$ cat src/rtl/gpe_hp_pkg.sv
package gpe_hp_pkg;
  typedef enum logic [1:0] {
    HP_WORD_INS   = 2'd0,
    HP_WORD_REM   = 2'd1,
    HP_WORD_EJECT = 2'd2,
    HP_WORD_RSVD  = 2'd3
  } hp_word_e;

  localparam int unsigned BYTE_W = 8;
endpackage

$ cat src/rtl/gpe_byte_regs.sv
module gpe_byte_regs #(
  parameter int unsigned GPE_W  = 16,
  parameter int unsigned HP_BIT = 1,
  localparam int unsigned NBYTES = GPE_W / 8,
  localparam int unsigned ADDR_W = $clog2(2 * NBYTES)
) (
  input  logic              clk,
  input  logic              rst,
  input  logic              wr,
  input  logic              rd,
  input  logic [ADDR_W-1:0] addr,
  input  logic [7:0]        wdata,
  input  logic              hw_set,
  output logic [7:0]        rdata,
  output logic [GPE_W-1:0]  sts,
  output logic [GPE_W-1:0]  en
);
  logic [GPE_W-1:0] sts_q, sts_d;
  logic [GPE_W-1:0] en_q, en_d;
  logic [7:0]       rd_mux;
  logic [7:0]       rdata_q;

  always_comb begin
    sts_d = sts_q;
    en_d  = en_q;
    for (int b = 0; b < int'(NBYTES); b++) begin
      if (wr && addr == ADDR_W'(b))
        sts_d[b*8 +: 8] = sts_q[b*8 +: 8] & ~wdata;
      if (wr && addr == ADDR_W'(NBYTES + b))
        en_d[b*8 +: 8] = wdata;
    end
    if (hw_set)
      sts_d[HP_BIT] = 1'b1;
  end

  always_comb begin
    rd_mux = '0;
    for (int b = 0; b < int'(NBYTES); b++) begin
      if (addr == ADDR_W'(b))          rd_mux = sts_q[b*8 +: 8];
      if (addr == ADDR_W'(NBYTES + b)) rd_mux = en_q[b*8 +: 8];
    end
  end

  always_ff @(posedge clk) begin
    if (rst) begin
      sts_q   <= '0;
      en_q    <= '0;
      rdata_q <= '0;
    end else begin
      sts_q <= sts_d;
      en_q  <= en_d;
      if (rd) rdata_q <= rd_mux;
    end
  end

  assign sts   = sts_q;
  assign en    = en_q;
  assign rdata = rdata_q;
endmodule

$ cat src/rtl/slot_bitmaps.sv
module slot_bitmaps
  import gpe_hp_pkg::*;
#(
  parameter int unsigned NUM_SLOTS = 32,
  localparam int unsigned SLOT_W = $clog2(NUM_SLOTS)
) (
  input  logic                 clk,
  input  logic                 rst,
  input  logic                 wr,
  input  logic                 rd,
  input  logic [1:0]           word,
  input  logic [NUM_SLOTS-1:0] wdata,
  input  logic                 evt_valid,
  input  logic [SLOT_W-1:0]    evt_slot,
  input  logic                 evt_add,
  output logic [NUM_SLOTS-1:0] ins,
  output logic [NUM_SLOTS-1:0] rem,
  output logic [NUM_SLOTS-1:0] rdata
);
  logic [NUM_SLOTS-1:0] ins_q, rem_q, rdata_q, onehot;

  assign onehot = NUM_SLOTS'(1) << evt_slot;

  always_ff @(posedge clk) begin
    if (rst) begin
      ins_q   <= '0;
      rem_q   <= '0;
      rdata_q <= '0;
    end else begin
      if (evt_valid) begin
        ins_q <= evt_add ? onehot : '0;
        rem_q <= evt_add ? '0 : onehot;
      end else if (wr) begin
        if (word == HP_WORD_INS) ins_q <= wdata;
        if (word == HP_WORD_REM) rem_q <= wdata;
      end
      if (rd) begin
        case (hp_word_e'(word))
          HP_WORD_INS: rdata_q <= ins_q;
          HP_WORD_REM: rdata_q <= rem_q;
          default:     rdata_q <= '0;
        endcase
      end
    end
  end

  assign ins   = ins_q;
  assign rem   = rem_q;
  assign rdata = rdata_q;
endmodule

$ cat src/rtl/lowest_set_encoder.sv
module lowest_set_encoder #(
  parameter int unsigned W = 32,
  localparam int unsigned IW = $clog2(W)
) (
  input  logic [W-1:0]  vec,
  output logic          found,
  output logic [IW-1:0] idx
);
  always_comb begin
    idx = '0;
    for (int i = int'(W) - 1; i >= 0; i--) begin
      if (vec[i]) idx = IW'(i);
    end
  end

  assign found = |vec;
endmodule

$ cat src/rtl/gpe_hotplug_regs.sv
module gpe_hotplug_regs
  import gpe_hp_pkg::*;
#(
  parameter int unsigned GPE_W     = 16,
  parameter int unsigned HP_BIT    = 1,
  parameter int unsigned NUM_SLOTS = 32,
  localparam int unsigned GADDR_W  = $clog2(2 * (GPE_W / 8)),
  localparam int unsigned SLOT_W   = $clog2(NUM_SLOTS)
) (
  input  logic                 clk,
  input  logic                 rst,
  input  logic                 gpe_wr,
  input  logic                 gpe_rd,
  input  logic [GADDR_W-1:0]   gpe_addr,
  input  logic [7:0]           gpe_wdata,
  output logic [7:0]           gpe_rdata,
  input  logic                 hp_wr,
  input  logic                 hp_rd,
  input  logic [1:0]           hp_word,
  input  logic [NUM_SLOTS-1:0] hp_wdata,
  output logic [NUM_SLOTS-1:0] hp_rdata,
  input  logic                 evt_valid,
  input  logic [SLOT_W-1:0]    evt_slot,
  input  logic                 evt_add,
  output logic                 sci_pulse,
  output logic                 eject_done,
  output logic [SLOT_W-1:0]    eject_slot
);
  logic [GPE_W-1:0]     gpe_sts, gpe_en;
  logic [NUM_SLOTS-1:0] slot_ins, slot_rem;
  logic                 enc_found;
  logic [SLOT_W-1:0]    enc_idx;
  logic                 sci_q, done_q;
  logic [SLOT_W-1:0]    done_slot_q;

  gpe_byte_regs #(.GPE_W(GPE_W), .HP_BIT(HP_BIT)) u_gpe (
    .clk(clk), .rst(rst), .wr(gpe_wr), .rd(gpe_rd), .addr(gpe_addr),
    .wdata(gpe_wdata), .hw_set(evt_valid), .rdata(gpe_rdata),
    .sts(gpe_sts), .en(gpe_en)
  );

  slot_bitmaps #(.NUM_SLOTS(NUM_SLOTS)) u_bitmaps (
    .clk(clk), .rst(rst), .wr(hp_wr), .rd(hp_rd), .word(hp_word),
    .wdata(hp_wdata), .evt_valid(evt_valid), .evt_slot(evt_slot),
    .evt_add(evt_add), .ins(slot_ins), .rem(slot_rem), .rdata(hp_rdata)
  );

  lowest_set_encoder #(.W(NUM_SLOTS)) u_enc (
    .vec(hp_wdata), .found(enc_found), .idx(enc_idx)
  );

  always_ff @(posedge clk) begin
    if (rst) begin
      sci_q       <= 1'b0;
      done_q      <= 1'b0;
      done_slot_q <= '0;
    end else begin
      sci_q  <= evt_valid & gpe_en[HP_BIT];
      done_q <= hp_wr && (hp_word == HP_WORD_EJECT) && enc_found;
      if (hp_wr && (hp_word == HP_WORD_EJECT) && enc_found)
        done_slot_q <= enc_idx;
    end
  end

  assign sci_pulse  = sci_q;
  assign eject_done = done_q;
  assign eject_slot = done_slot_q;
endmodule

$ cat config.mk
export PLATFORM = sky130hd
export DESIGN_NAME = gpe_hotplug_regs
export DESIGN_NICKNAME = d
export VERILOG_FILES = /design/src/rtl/gpe_hp_pkg.sv /design/src/rtl/gpe_byte_regs.sv /design/src/rtl/slot_bitmaps.sv /design/src/rtl/lowest_set_encoder.sv /design/src/rtl/gpe_hotplug_regs.sv
export SDC_FILE = /design/constraint.sdc
export NUM_CORES = 1
export LEC_CHECK = 0
export ABC_AREA = 1
export BUFFER_PORTS_ARGS = -buffer_cell sky130_fd_sc_hd__buf_2
export CORE_ASPECT_RATIO = 0.8
export CORE_UTILIZATION = 45
export CTS_CLUSTER_SIZE = 10
export DETAILED_ROUTE_END_ITERATION = 10
export PLACE_DENSITY = 0.67
export SYNTH_ARGS = -nofsm -noshare
export SYNTH_HDL_FRONTEND = slang
export SYNTH_SLANG_ARGS = --single-unit
$ cat constraint.sdc
create_clock -name clk -period 2.2 [get_ports clk]
set_input_delay 0.11 -clock clk [delete_from_list [all_inputs] [get_ports clk]]
set_output_delay 0.11 -clock clk [all_outputs]
set_load 0.02 [all_outputs]
### After elaboration in Yosys (flattened, before gate mapping)

Cells that the tools add are included.

* eq/ne operators: 5
* shifts and indexed selects: 1
* mux-type cells: 47
* bitwise logic cells: 4
* reductions and logical operators: 15

Operators with widths (count)
* 32-bit two-way mux: 8
* 5-bit two-way mux: 32
* 32-bit case mux with 2 select lines: 1
* 8-bit two-way mux: 4
* 32-bit OR reduction: 1
* 1-bit by 5-bit << shifter with 32-bit output, first input constant: 1
* 8-bit AND: 2
* 8-bit NOT: 1
* 2-bit nonzero test: 4
* 2-bit == test, second input constant: 3
* 1-bit logical AND: 6
* 2-bit by 1-bit == test with 1-bit output, second input constant: 2
* 2-bit zero test: 2
* 2-bit AND reduction: 2
* 2-bit two-way mux: 1
* 1-bit AND: 1
* 1-bit two-way mux: 1

* bits in registers: 143
* input port bits: 57
* output and inout port bits: 47

### Longest topological paths before layout

* depth after elaboration: 32
* depth in mapped cells: 33
* depth with buffers taken out: 33

### Cells and area by module

From an unflattened synthesis, not the netlist that was laid out.

* cells, all modules: 1032
* area total of the unflattened synthesis: 7071.8 µm²

Modules (own cells, without submodules)
* slot_bitmaps: instances 1, cells an instance 659, area an instance 4695.8 µm²
* gpe_byte_regs: instances 1, cells an instance 223, area an instance 1620.3 µm²
* lowest_set_encoder: instances 1, cells an instance 107, area an instance 470.5 µm²
* gpe_hotplug_regs: instances 1, cells an instance 43, area an instance 285.3 µm²

### Worst setup path after synthesis

OpenSTA, ideal clock, no wires.

* path kind: in2reg
* from: in hp_wdata[30]
* to: reg done_slot_q[0] (netlist: eject_slot[0])
* setup time: 0.131 ns
* arrival: 1.474 ns
* data required time: 2.069 ns
* path slack: 0.596 ns
* stages on the path: 33
* buffers on the path: 0
* cells stage by stage: inv_1 > nand2_1 > nand2_1 > nand2_1 > nand2_1 > nand2_1 > nand2_1 > nand2_1 > nand2_1 > nand2_1 > nand2_1 > nand2_1 > nand2_1 > nand2_1 > nand2_1 > nand2_1 > nand2_1 > nand2_1 > nand2_1 > nand2_1 > nand2_1 > nand2_1 > nand2_1 > nand2_1 > nand2_1 > nand2_1 > nand2_1 > nand2_1 > nand2_1 > nand2_1 > nand2_1 > nand2_1 > a21oi_2

* word-level cells in the longest chain between the ends: 31

Ends and longest elaborated chain
* start: declaration: RTL line gpe_hotplug_regs.sv:20 `input logic [NUM_SLOTS-1:0] hp_wdata,`
* 5-bit two-way mux (31 in a row): RTL line lowest_set_encoder.sv:12 `if (vec[i]) idx = IW'(i);`
* end signal: assignment: RTL line gpe_hotplug_regs.sv:61 `done_slot_q <= enc_idx;`
* end: declaration: RTL line gpe_hotplug_regs.sv:34 `logic [SLOT_W-1:0] done_slot_q;`

Several ways; a longest one is shown, not always the timed one.
A chain may end at the register's enable or synchronous reset.

### Worst setup path after layout

* from: in hp_wdata[21]
* to: reg done_slot_q[0] (netlist: eject_slot[0])

* word-level cells in the longest chain between the ends: 22

Ends and longest elaborated chain (RTL line)
* 5-bit two-way mux (22 in a row): lowest_set_encoder.sv:12

Several ways; a longest one is shown, not always the timed one.

==> results.sh <==
export IMPL_status="finished, final reports clean"
export IMPL_synth_main_ff_cell="dfxtp_1"
export IMPL_antenna_found_initial=0
export IMPL_final_antenna_net_count=0
export IMPL_placed_cells=1173
export IMPL_fin_area_um2=7988
export IMPL_hold_class="in -> reg"
export IMPL_switching_share_pct=24.78
export IMPL_worstPathRequired_ns=2.50
export IMPL_cp_end_kind="flip-flop"
export IMPL_fin_ws_ns=0.3275
export IMPL_postSynthCellCount=931
export IMPL_p_switching_uw=1634
export IMPL_die_w_um=137.0
export IMPL_cts_resized=0
export IMPL_maxSlewViolCount=0
export IMPL_synth_net_count=988
export IMPL_vias_per_cell=5.330
export IMPL_layout_commonest_cell="nand2_1"
export IMPL_start_util_pct=46.07
export IMPL_firstDrtPassIters=5
export IMPL_placementRows=39
export IMPL_critPathLaunchType="primary input"
export IMPL_p_leak_uw=0.003594
export IMPL_synth_edff_count=0
export IMPL_internal_power_uw=4959
export IMPL_powerDensity_nw_per_um2=825.4
export IMPL_fmax_mhz=534.0
export IMPL_ys_seq_area_share_pct=43.61
export IMPL_htree_num_levels=4
export IMPL_tightest_slew_ns=0.7742
export IMPL_chipHeight_um=110.0
export IMPL_drt_iter0_drc=518
export IMPL_hpwlAfterDp_um=12360
export IMPL_syn_cell_area_um2=6564
export IMPL_num_vias=6476
export IMPL_cts_buffer_depth=2
export IMPL_core_region_area_um2=14250
export IMPL_r2r_slack_ns=1.27
export IMPL_track_usage_pct=25.00
export IMPL_cts_setup_buffers=0
export IMPL_crit_path_max_fanout=3
export IMPL_critPathMaxStageDelay_ns=0.53
export IMPL_first_global_vias=5628
export IMPL_drc=0
export IMPL_layout_common_cells="nand2_1, dfxtp_1, buf_2"
export IMPL_portBuffers=103
export IMPL_cp_arrival_ns=2.17
export IMPL_io_pins=104
export IMPL_slew_headroom_pct=48.20
export IMPL_fin_skew_ns=0.006582
export IMPL_cts_tree="done"
export IMPL_yosysWarnings=0
export IMPL_ys_types=25
export IMPL_comb_power_share_pct=12.1
export IMPL_slowest_stage="dlygate4sd3_1"
export IMPL_area_growth_synth_to_final_pct=21.69
export IMPL_wirelength_um=18220
export IMPL_diodes=0
export IMPL_fin_crit_ns=1.872
export IMPL_rsz0062_at_grt="no"
export IMPL_setup_viol_count_final=0
export IMPL_drive_gt1_share_pct=16.59
export IMPL_dp_slack_ns=0.2245
export IMPL_syn_avg_cell_area_um2=7.050
export IMPL_critPathKind="in -> reg"
export IMPL_cpLargestDelayFamily="simple AND/OR/NAND/NOR gates"
export IMPL_timing_final_crit_share_pct=85.11
export IMPL_grt_pass1_wl_um=28830
export IMPL_seqPwrFrac_pct=42.6
export IMPL_vdd_drop_max_uv=609.5
export IMPL_grt_max_degree=65
export IMPL_wl_per_cell_um=15.00
export IMPL_clk_latency_ns=0.42
export IMPL_final_cell_count_no_fill=1215
export IMPL_clk_pin_slew_ns=0.06
export IMPL_cts_sinks=143
export IMPL_gp_congestion=0.9501
export IMPL_totalNegativeSetupSlack_ns=0
export IMPL_drv_cap=0
export IMPL_fin_nets=1075
export IMPL_design_die_area_um2=15080
export IMPL_cts_root_buf="clkbuf_16"
export IMPL_cts_buffers=17
export IMPL_synthArstFlopShare_pct=0
export IMPL_grt_overflow=0
export IMPL_final_hold_violation_count=0
export IMPL_ys_ff_latch=143
export IMPL_placed_area_um2=7274
export IMPL_power_uw=6593
export IMPL_path_buf_inv=3
export IMPL_clockPowerShare_pct=45.3
export IMPL_cpMostUsedCell="nand2_1"
## through the flow
| stage | utilization, % | hold slack [ns] |
|---|---|---|
| after floorplan | - | 0.1893 |
| after global placement | 51.05 | 0.4211 |
| after detailed placement | 51.05 | 0.4195 |
| after CTS | 56.06 | 0.001949 |
| after global routing | 56.06 | 0.01286 |
| final | 56.06 | 0.01031 |
## power by group through the flow
stage / clock, µW / sequential (µW) / combinational [µW]
floorplan: 0 / 2910 / 447
global placement: 0 / 2860 / 774
detailed placement: 0 / 2860 / 779
CTS: 3020 / 2810 / 797
global route: 3140 / 2820 / 885
finish: 2990 / 2810 / 800
## cell type report
| type | instances | area [µm²] |
|---|---|---|
| multi-input cells | 622 | 2992 |
| well taps | 184 | 230.2 |
| fillers | 1378 | 6261 |
| clock buffers | 27 | 513.0 |
| repair buffers | 126 | 788.3 |
| clock inverters | 5 | 100.1 |
| flip-flops and latches | 143 | 2863 |
| inverters | 108 | 501.7 |
## cells in the mapped netlist (16+ instances only)
cell	instances	area, µm²
nand2_1	257	964.7
dfxtp_1	143	2863
inv_1	85	319.1
a31oi_1	71	444.2
o21ai_1	69	345.3
nor2_1	60	225.2
clkbuf_1	55	206.5
o21ai_0	46	230.2
nand3_1	35	175.2
a31o_1	31	271.5
a21oi_1	21	105.1
inv_2	16	60.06
## worst paths after layout
check        depth (start not counted)         start                 to
min reg2reg                          2   u_gpe.en[2]        u_gpe.en[2]
min                                  3  hp_wdata[17]  u_bitmaps.rem[17]
max                                 26  hp_wdata[21]      eject_slot[0]
max reg2reg                          4   u_gpe.en[1]     u_gpe.rdata[1]
## routing by layer
| layer | share of wire (%) | GRT usage, % |
|---|---|---|
| met4 | 1.4 | 7.457 |
| met3 | 7.7 | 6.219 |
| met5 | 0 | 0 |
| met1 | 49 | 36.05 |
| met2 | 42 | 36.51 |
## sequential cells by signal (all words and copies together) (netlist names)
signal / cells
u_gpe.sts: 16
u_gpe.rdata: 8
u_bitmaps.ins: 32
u_bitmaps.rdata: 32
u_bitmaps.rem: 32
u_gpe.en: 16
eject_slot: 5
sci_pulse: 1
eject_done: 1
## worst reg2reg max path, delay by kind of cell, from the launching register on
kind                   cells  cell delay (ns)
flip-flops                 1             0.30
AO/OA/AOI/OAI              2             0.38
AND/OR/NAND/NOR            1             0.05
buffers and inverters      1             0.08
## cell families (layout without fill, tap and decap cells)
family / count (synthesis) / in the layout / share of synthesized area [%]
buf+inv: 166 / 266 / 10.96
simple gates: 368 / 368 / 22.09
flops: 143 / 143 / 43.61
compound gates: 254 / 254 / 23.33
## repair_timing
action | 4_1_cts | 5_1_grt
hold buffers | 10 | 0
endpoints found under the hold margin | 19 | 0
setup endpoints to repair | 0 | 0
(Power assumes the default switching activity.)
